## src/rtl/serint_pkg.sv

```systemverilog
// Package: shared types and per-event state transforms for the serial
// interrupt arbiter. Assumes one event of each kind per channel per cycle.
package serint_pkg;

    localparam int REG_W     = 8;
    localparam int NCH       = 2;
    localparam int IE_TX_BIT = 1;
    localparam int IE_RXM_LO = 3;
    localparam int IE_RXM_HI = 4;

    // Vector source as seen by one channel.
    typedef enum logic [1:0] {CV_NONE, CV_RX, CV_TX} chvec_e;

    // Vector source across both channels.
    typedef enum logic [2:0] {VK_NONE, VK_RXA, VK_RXB, VK_TXA, VK_TXB} vkind_e;

    // Per-channel flags: pending, in-service, TX pend bit.
    typedef struct packed {
        logic rxp;
        logic txp;
        logic rxs;
        logic txs;
        logic ptx;
    } chst_t;

    // Intermediate result of applying events in order.
    typedef struct packed {
        chst_t  st;
        logic   vw;
        chvec_e vk;
    } chstep_t;

    function automatic logic rx_mode_on(input logic [1:0] m);
        return (m == 2'b01) || (m == 2'b10);
    endfunction

    function automatic chstep_t raise_rx(input chstep_t s);
        chstep_t r = s;
        r.st.rxp = 1'b1;
        r.st.rxs = 1'b1;
        r.vw     = 1'b1;
        r.vk     = CV_RX;
        return r;
    endfunction

    function automatic chstep_t raise_tx(input chstep_t s, input logic ie);
        chstep_t r = s;
        r.st.txp = 1'b1;
        if (!r.st.rxs) begin
            r.st.txs = 1'b1;
            if (ie) r.st.ptx = 1'b1;
            r.vw = 1'b1;
            r.vk = CV_TX;
        end
        return r;
    endfunction

    function automatic chstep_t drop_rx(input chstep_t s, input logic ie);
        chstep_t r = s;
        r.st.rxp = 1'b0;
        r.st.rxs = 1'b0;
        r.vw     = 1'b1;
        r.vk     = CV_NONE;
        if (r.st.txp) r = raise_tx(r, ie);
        return r;
    endfunction

    function automatic chstep_t drop_tx(input chstep_t s);
        chstep_t r = s;
        r.st.txp = 1'b0;
        r.st.txs = 1'b0;
        r.st.ptx = 1'b0;
        r.vw     = 1'b1;
        r.vk     = CV_NONE;
        if (r.st.rxp) r = raise_rx(r);
        return r;
    endfunction

    function automatic chstep_t release_ius(input chstep_t s, input logic ie);
        chstep_t r = s;
        if (r.st.rxs) begin
            r.st.rxs = 1'b0;
            if (r.st.txp) r = raise_tx(r, ie);
        end else if (r.st.txs) begin
            r.st.txs = 1'b0;
        end
        return r;
    endfunction

endpackage

```

## src/rtl/serint_chan.sv

```systemverilog
// Module: one channel's interrupt state. Applies the cycle's events in a
// fixed order (read, drop-TX, release, RX strobe, TX strobe), registers the
// result, and reports its vector write and IRQ term to the top.
// Assumes all event inputs are single-cycle pulses, synchronous to clk.
module serint_chan
    import serint_pkg::*;
(
    input  logic             clk,
    input  logic             rst_n,
    input  logic [REG_W-1:0] ie,
    input  logic             brk_ie,
    input  logic             brk,
    input  logic             rd,
    input  logic             rst_tx,
    input  logic             rst_ius,
    input  logic             rx_stb,
    input  logic             tx_stb,
    output logic             rxp,
    output logic             ptx,
    output logic             ext,
    output logic             irq_term,
    output logic             vw,
    output chvec_e           vk
);

    chst_t   st_q;
    chstep_t nx;
    logic    ext_q;
    logic    tx_ie;

    assign tx_ie = ie[IE_TX_BIT];

    // Fold this cycle's events into the next state in priority order.
    always_comb begin
        nx.st = st_q;
        nx.vw = 1'b0;
        nx.vk = CV_NONE;
        if (rd)      nx = drop_rx(nx, tx_ie);
        if (rst_tx)  nx = drop_tx(nx);
        if (rst_ius) nx = release_ius(nx, tx_ie);
        if (rx_stb)  nx = raise_rx(nx);
        if (tx_stb)  nx = raise_tx(nx, tx_ie);
    end

    // Hold channel flags and the registered external bit.
    always_ff @(posedge clk) begin
        if (!rst_n) begin
            st_q  <= '0;
            ext_q <= 1'b0;
        end else begin
            st_q  <= nx.st;
            ext_q <= brk_ie & brk;
        end
    end

    // Drive outputs from registered flags and this cycle's vector write.
    always_comb begin
        rxp      = st_q.rxp;
        ptx      = st_q.ptx;
        ext      = ext_q;
        vw       = nx.vw;
        vk       = nx.vk;
        irq_term = (tx_ie & st_q.txp)
                 | (rx_mode_on(ie[IE_RXM_HI:IE_RXM_LO]) & st_q.rxp)
                 | (brk_ie & brk);
    end

    // TX can only be in service while it is pending.
    p_txsvc_pending_r7: assert property (@(posedge clk) disable iff (!rst_n)
        st_q.txs |-> st_q.txp);

    // RX can only be in service while it is pending.
    p_rxsvc_pending_r6: assert property (@(posedge clk) disable iff (!rst_n)
        st_q.rxs |-> st_q.rxp);

    // a read without a fresh character leaves RX idle.
    p_read_clears_r8: assert property (@(posedge clk) disable iff (!rst_n)
        (rd && !rx_stb) |=> !st_q.rxp && !st_q.rxs);

    // drop-TX without a fresh TX strobe leaves TX idle.
    p_droptx_clears_r10: assert property (@(posedge clk) disable iff (!rst_n)
        (rst_tx && !tx_stb) |=> !st_q.txp && !st_q.ptx && !st_q.txs);

    // a TX strobe during RX service touches neither TX service nor pend bit.
    p_tx_deferred_r7: assert property (@(posedge clk) disable iff (!rst_n)
        (tx_stb && st_q.rxs && !rd && !rst_tx && !rst_ius)
        |=> $stable(st_q.txs) && $stable(st_q.ptx));

endmodule

```

## src/rtl/serint_vecenc.sv

```systemverilog
// Module: encodes the stored vector source into the output byte in either
// the low or the status-high layout. Purely combinational.
module serint_vecenc
    import serint_pkg::*;
(
    input  vkind_e           kind,
    input  logic             hi,
    output logic [REG_W-1:0] code
);

    // Select the byte for the source under the current layout.
    always_comb begin
        unique case (kind)
            VK_RXA:  code = hi ? 8'h30 : 8'h0C;
            VK_RXB:  code = hi ? 8'h20 : 8'h04;
            VK_TXA:  code = hi ? 8'h10 : 8'h08;
            VK_TXB:  code = 8'h00;
            default: code = hi ? 8'h60 : 8'h06;
        endcase
    end

endmodule

```

## src/rtl/serint_ctrl.sv

```systemverilog
// Module: top of the dual-channel interrupt arbiter. Instantiates one state
// block per channel (index 0 = A, 1 = B), keeps the shared vector source
// (channel A wins a same-cycle collision), and registers the IRQ line.
// Assumes synchronous pulse inputs and level break/enable inputs.
module serint_ctrl
    import serint_pkg::*;
(
    input  logic             clk,
    input  logic             rst_n,
    input  logic [REG_W-1:0] ien_a,
    input  logic [REG_W-1:0] ien_b,
    input  logic             brk_ie_a,
    input  logic             brk_ie_b,
    input  logic             brk_a,
    input  logic             brk_b,
    input  logic             stat_hi,
    input  logic             rx_stb_a,
    input  logic             rx_stb_b,
    input  logic             tx_stb_a,
    input  logic             tx_stb_b,
    input  logic             rd_a,
    input  logic             rd_b,
    input  logic             cmd_rst_tx_a,
    input  logic             cmd_rst_tx_b,
    input  logic             cmd_rst_ius_a,
    input  logic             cmd_rst_ius_b,
    output logic             irq,
    output logic [REG_W-1:0] pend,
    output logic [REG_W-1:0] vec
);

    localparam int BITS_PER_CH = 3;

    logic [REG_W-1:0] ie_v   [NCH];
    logic [NCH-1:0]   bie_v, brk_v, rd_v, rtx_v, rius_v, rxs_v, txs_v;
    logic [NCH-1:0]   rxp_v, ptx_v, ext_v, term_v, vw_v;
    chvec_e           vk_v   [NCH];
    vkind_e           vk_q, vk_n;
    logic             irq_q;

    // Gather per-channel inputs into indexed vectors.
    always_comb begin
        ie_v[0] = ien_a;        ie_v[1] = ien_b;
        bie_v   = {brk_ie_b, brk_ie_a};
        brk_v   = {brk_b, brk_a};
        rd_v    = {rd_b, rd_a};
        rtx_v   = {cmd_rst_tx_b, cmd_rst_tx_a};
        rius_v  = {cmd_rst_ius_b, cmd_rst_ius_a};
        rxs_v   = {rx_stb_b, rx_stb_a};
        txs_v   = {tx_stb_b, tx_stb_a};
    end

    for (genvar c = 0; c < NCH; c++) begin : g_ch
        serint_chan u_ch (
            .clk      (clk),
            .rst_n    (rst_n),
            .ie       (ie_v[c]),
            .brk_ie   (bie_v[c]),
            .brk      (brk_v[c]),
            .rd       (rd_v[c]),
            .rst_tx   (rtx_v[c]),
            .rst_ius  (rius_v[c]),
            .rx_stb   (rxs_v[c]),
            .tx_stb   (txs_v[c]),
            .rxp      (rxp_v[c]),
            .ptx      (ptx_v[c]),
            .ext      (ext_v[c]),
            .irq_term (term_v[c]),
            .vw       (vw_v[c]),
            .vk       (vk_v[c])
        );
    end

    // Pick the vector write for this cycle; channel A overrides B.
    always_comb begin
        vk_n = vk_q;
        if (vw_v[1]) begin
            unique case (vk_v[1])
                CV_RX:   vk_n = VK_RXB;
                CV_TX:   vk_n = VK_TXB;
                default: vk_n = VK_NONE;
            endcase
        end
        if (vw_v[0]) begin
            unique case (vk_v[0])
                CV_RX:   vk_n = VK_RXA;
                CV_TX:   vk_n = VK_TXA;
                default: vk_n = VK_NONE;
            endcase
        end
    end

    // Register the vector source and the combined IRQ.
    always_ff @(posedge clk) begin
        if (!rst_n) begin
            vk_q  <= VK_NONE;
            irq_q <= 1'b0;
        end else begin
            vk_q  <= vk_n;
            irq_q <= |term_v;
        end
    end

    // Lay out the pending register: B in the low three bits, A above it.
    always_comb begin
        pend = '0;
        for (int c = 0; c < NCH; c++) begin
            pend[(NCH-1-c)*BITS_PER_CH + 0] = ext_v[c];
            pend[(NCH-1-c)*BITS_PER_CH + 1] = ptx_v[c];
            pend[(NCH-1-c)*BITS_PER_CH + 2] = rxp_v[c];
        end
    end

    serint_vecenc u_enc (
        .kind (vk_q),
        .hi   (stat_hi),
        .code (vec)
    );

    assign irq = irq_q;

    // bits above the two channel groups never show a pending source.
    p_pend_top_clear_r3: assert property (@(posedge clk) disable iff (!rst_n)
        pend[REG_W-1:NCH*BITS_PER_CH] == '0);

endmodule

```

## config.mk

```make
export PLATFORM = sky130hd
export DESIGN_NAME = serint_ctrl
export DESIGN_NICKNAME = d
export VERILOG_FILES = /design/src/rtl/serint_pkg.sv /design/src/rtl/serint_chan.sv /design/src/rtl/serint_vecenc.sv /design/src/rtl/serint_ctrl.sv
export SDC_FILE = /design/constraint.sdc
export NUM_CORES = 1
export LEC_CHECK = 0
export ABC_CLOCK_PERIOD_IN_PS = 1540
export BUFFER_PORTS_ARGS = -buffer_cell sky130_fd_sc_hd__buf_4
export CAP_MARGIN = 20
export CORE_MARGIN = 4
export CORE_UTILIZATION = 39
export DETAILED_ROUTE_END_ITERATION = 6
export MAX_ROUTING_LAYER = met4
export PLACE_DENSITY = 0.77
export SYNTH_ARGS = -nofsm -noshare
export SYNTH_HDL_FRONTEND = slang
export SYNTH_HIERARCHICAL = 1
export SYNTH_SLANG_ARGS = --single-unit
```

## constraint.sdc

```tcl
create_clock -name clk -period 1.54 [get_ports clk]
set_input_delay 0.308 -clock clk [delete_from_list [all_inputs] [get_ports clk]]
set_output_delay 0.308 -clock clk [all_outputs]
set_load 0.01 [all_outputs]
```

==> summary.md <==
| Metric | Value |
|---|---|
| Post-route insts no fill | `180` |
| DPL Wire Length | `around 1700 um` |
| Leakage | `about 0.61 nW` |
| Pwr/cell area | `between 600 and 700 mW/mm^2` |
| Initial DRT Pass Iterations | `4` |
| Failing checks | `setup timing` |
| Peak VDD IR | `roughly 0.55 mV` |
| CP Launch Point | `vk_q[2]$_SDFFE_PN0P_` |
| Routed vias/inst | `about 5.2` |
| Routed wire length | `between 2000 and 2500 um` |
| Endpoint kind of the worst setup timing path | `output port` |
| EDFF count, synth | `0` |
| CP arrival | `between 1 and 1.5 ns` |
| Via count | `between 900 and 1000` |
| Clock Skews | `around 0.011 ns` |
| Final setup margin | `-0.0338 ns` |
| R2r endpoint | `vk_q[0]$_SDFFE_PN0P_` |
| GRT Overall Usage | `between 10% and 20%` |
| Final setup viols | `2` |
| # placed instances | `174` |
| WL/cell | `13.1 um` |
| Synth Cell Area | `around 910 um^2` |
| DR DRC count | `0` |
| Die area | `between 0.003 and 0.004 mm^2` |
| Fill count | `~200` |
| DRT iter0 DRCs | `17` |
| Post-DRT Antenna Nets | `0` |
| Yosys warns | `6` |
| Root Driver | `clkbuf_4` |
| CP Capture Point | `vec[6]` |
| Routability cong. | `0.823` |
| Maximum fanout along the worst path | `5` |
| Crit Path Class | `register to output port` |
| Hold Fails Final Rpt | `0` |
| Clk_lat worst skew | `about 0.28 ns` |
| Initial core utilization | `between 40% and 50%` |
| Register area share after synthesis | `30.9%` |
| Min-delay worst type | `input pin to register` |
| Routed wl met2 | `1160 um` |
| Storage element area | `292 um^2` |
| IO buf count | `35` |
| Metal3 WL | `119 um` |
| Post-synth ARST share | `0%` |
| N_diodes | `0` |
| Met1 wire length | `1060 um` |
| Row count | `17` |
| Final Max Tran Viols | `0` |
| Crit start category | `register` |
| Worst Path Required | `roughly 1.2 ns` |
| Hold_buf cts | `0` |
| Main synth FF type | `dfxtp_1` |
| Area grow syn2layout | `50.1%` |
| Multi-input combinational cell area | `slightly below 600 um^2` |
| Overflow after GRT | `0` |
| CTS tree | `built` |
| Unrepaired setup endpoints after global routing | `true` |
| CTS clk-pin slew, worst paths | `around 0.090 ns` |
| Cells after Synth | `a little over 100` |
| Core area | `0.00221 mm^2` |
| Min cycle time layout | `around 1.6 ns` |
| Run status | `complete, but fails checks` |
| Clock tree buffer depth | `2` |
| Place WS | `-0.0782 ns` |
| Top-count cell post-synth | `dfxtp_1` |
| Min Hold Slack | `approximately 0.26 ns` |
| Synthesized flop and latch total | `14` |
| Max layer used | `met4` |
| R2R depth | `7` |
| Die span in x | `between 50 and 60 um` |
| Die Y | `approximately 56 um` |
| Max_cap viols | `0` |
| Top cells by area, synth | `dfxtp_1 31%, buf_4 6.6%, o311ai_4 5.8%` |
| Largest net degree at the start of global routing | `15` |
| Yosys top cell by area | `dfxtp_1` |
| Avg Inst Size Synth | `~8.8 um^2` |
| Final core occ | `a little over 60%` |
| RR Startpoint | `g_ch[0].u_ch/rxp$_SDFF_PN0_` |
| H-tree Lvls | `1` |
| Initial antenna violation count | `0` |
| Global-route wire length before repair | `~3900 um` |
| I/O pin cnt | `50` |
| Most instantiated cells after synthesis | `14 x dfxtp_1, 8 x buf_4, 8 x inv_1, 7 x a21oi_1, 6 x o21a_1` |
| Cell variety after synth | `32` |
| Nets | `around 190` |
| Flop2flop setup slack | `roughly 0.040 ns` |
| Layout cell share with drive strength beyond 1 | `50.0%` |
| Total CTS buffers | `3` |
| Yosys top cell area share | `between 30% and 40%` |
| TritonCTS sink count | `14` |
| Fmax | `approximately 640 MHz` |
| Tcrit/Tclk final | `102%` |
| Number of global-route vias before repair | `between 900 and 1000` |
[flip-flops by register name (all words and copies together) (netlist names)]
register        flops
g_ch.u_ch/ext       2
g_ch.u_ch/st_q      4
irq                 1
g_ch.u_ch/ptx       2
g_ch.u_ch/rxp       2
vk_q                3
[metal layers]
metal | vias to the layer above | track usage, %
met4 | 0 | 3.73
met2 | 24 | 26.4
met1 | 442 | 17.9
li1 | 468 | -
met5 | - | -
met3 | 2 | 2.55
[critical path: stages, from the launching register on]
cell	delay, ns
dfxtp_2	0.35
or3_4	0.40
a21oi_2	0.12
buf_4	0.13
[how the worst min path moves through the flow]
stage	startpoint	to	slack, ns	depth (start not counted)
floorplan	rst_n	irq$_SDFF_PN0_	0.43	1
global placement	vk_q[2]$_SDFFE_PN0P_	vk_q[2]$_SDFFE_PN0P_	0.48	2
detailed placement	vk_q[2]$_SDFFE_PN0P_	vk_q[2]$_SDFFE_PN0P_	0.49	2
CTS	brk_b	g_ch[1].u_ch/ext$_SDFF_PN0_	0.26	2
global route	brk_b	g_ch[1].u_ch/ext$_SDFF_PN0_	0.26	2
finish	brk_b	g_ch[1].u_ch/ext$_SDFF_PN0_	0.26	2
[repair_timing]
| action | 4_1_cts | 5_1_grt |
|---|---|---|
| endpoints found under the setup margin | 3 | 8 |
| pin swaps | 7 | 1 |
| resized for setup | 7 | 7 |
| endpoints found under the hold margin | 0 | 0 |
| setup buffers | 2 | 0 |
[kinds of logic (layout without fill, tap and decap cells)]
kind of cell | Yosys count | in the layout | share of synthesized area [%]
AO/OA/AOI/OAI | 35 | 35 | 31.8
XOR/XNOR | 2 | 2 | 1.93
adder cells (fa/ha/maj) | 1 | 1 | 1.38
buffers and inverters | 16 | 63 | 9.95
flip-flops | 14 | 14 | 30.9
other | 2 | 4 | 0.829
AND/OR/NAND/NOR | 33 | 33 | 23.2
[cells in the final DEF, fill, tap and decap left out, types with 3 or more instances in the layout]
| master | netlist | routed |
|---|---|---|
| dfxtp_2 | 0 | 6 |
| a21oi_1 | 7 | 5 |
| nand2b_1 | 5 | 4 |
| o21a_1 | 6 | 6 |
| conb_1 | 2 | 4 |
| a21oi_2 | 2 | 3 |
| dfxtp_1 | 14 | 7 |
| nand3b_1 | 3 | 3 |
| nor2b_1 | 3 | 3 |
| buf_4 | 8 | 51 |
| nor3_1 | 4 | 4 |
| o21ai_0 | 3 | 3 |
| inv_1 | 8 | 8 |
| clkbuf_4 | 0 | 3 |
[per-stage QoR]
stage | TNS (ns) | cell area, um^2 | total power [mW]
2_1_floorplan | -0.0180 | 922 | 0.536
3_5_place_dp | -0.113 | 1260 | 0.671
3_3_place_gp | -0.0576 | 1260 | 0.663
4_1_cts | -0.0614 | 1330 | 0.907
5_1_grt | -0.336 | 1360 | 0.959
6_report | -0.0644 | 1360 | 0.915
[final cells by class]
type	instances	area share, %
timing repair buffer	51	28.2
clock buffer	4	1.93
inverter	8	2.21
multi-input combinational	75	43.7
tap	28	2.58
sequential	14	21.4
[where the power goes]
part,leakage (nW),switching [mW],total (mW),internal [mW]
sequential,0.118,0.0189,0.404,0.385
clock,0.0150,0.127,0.228,0.100
combinational,0.472,0.127,0.283,0.157
total,0.605,0.273,0.915,0.642
No activity file was read; power rests on OpenSTA's default activity.
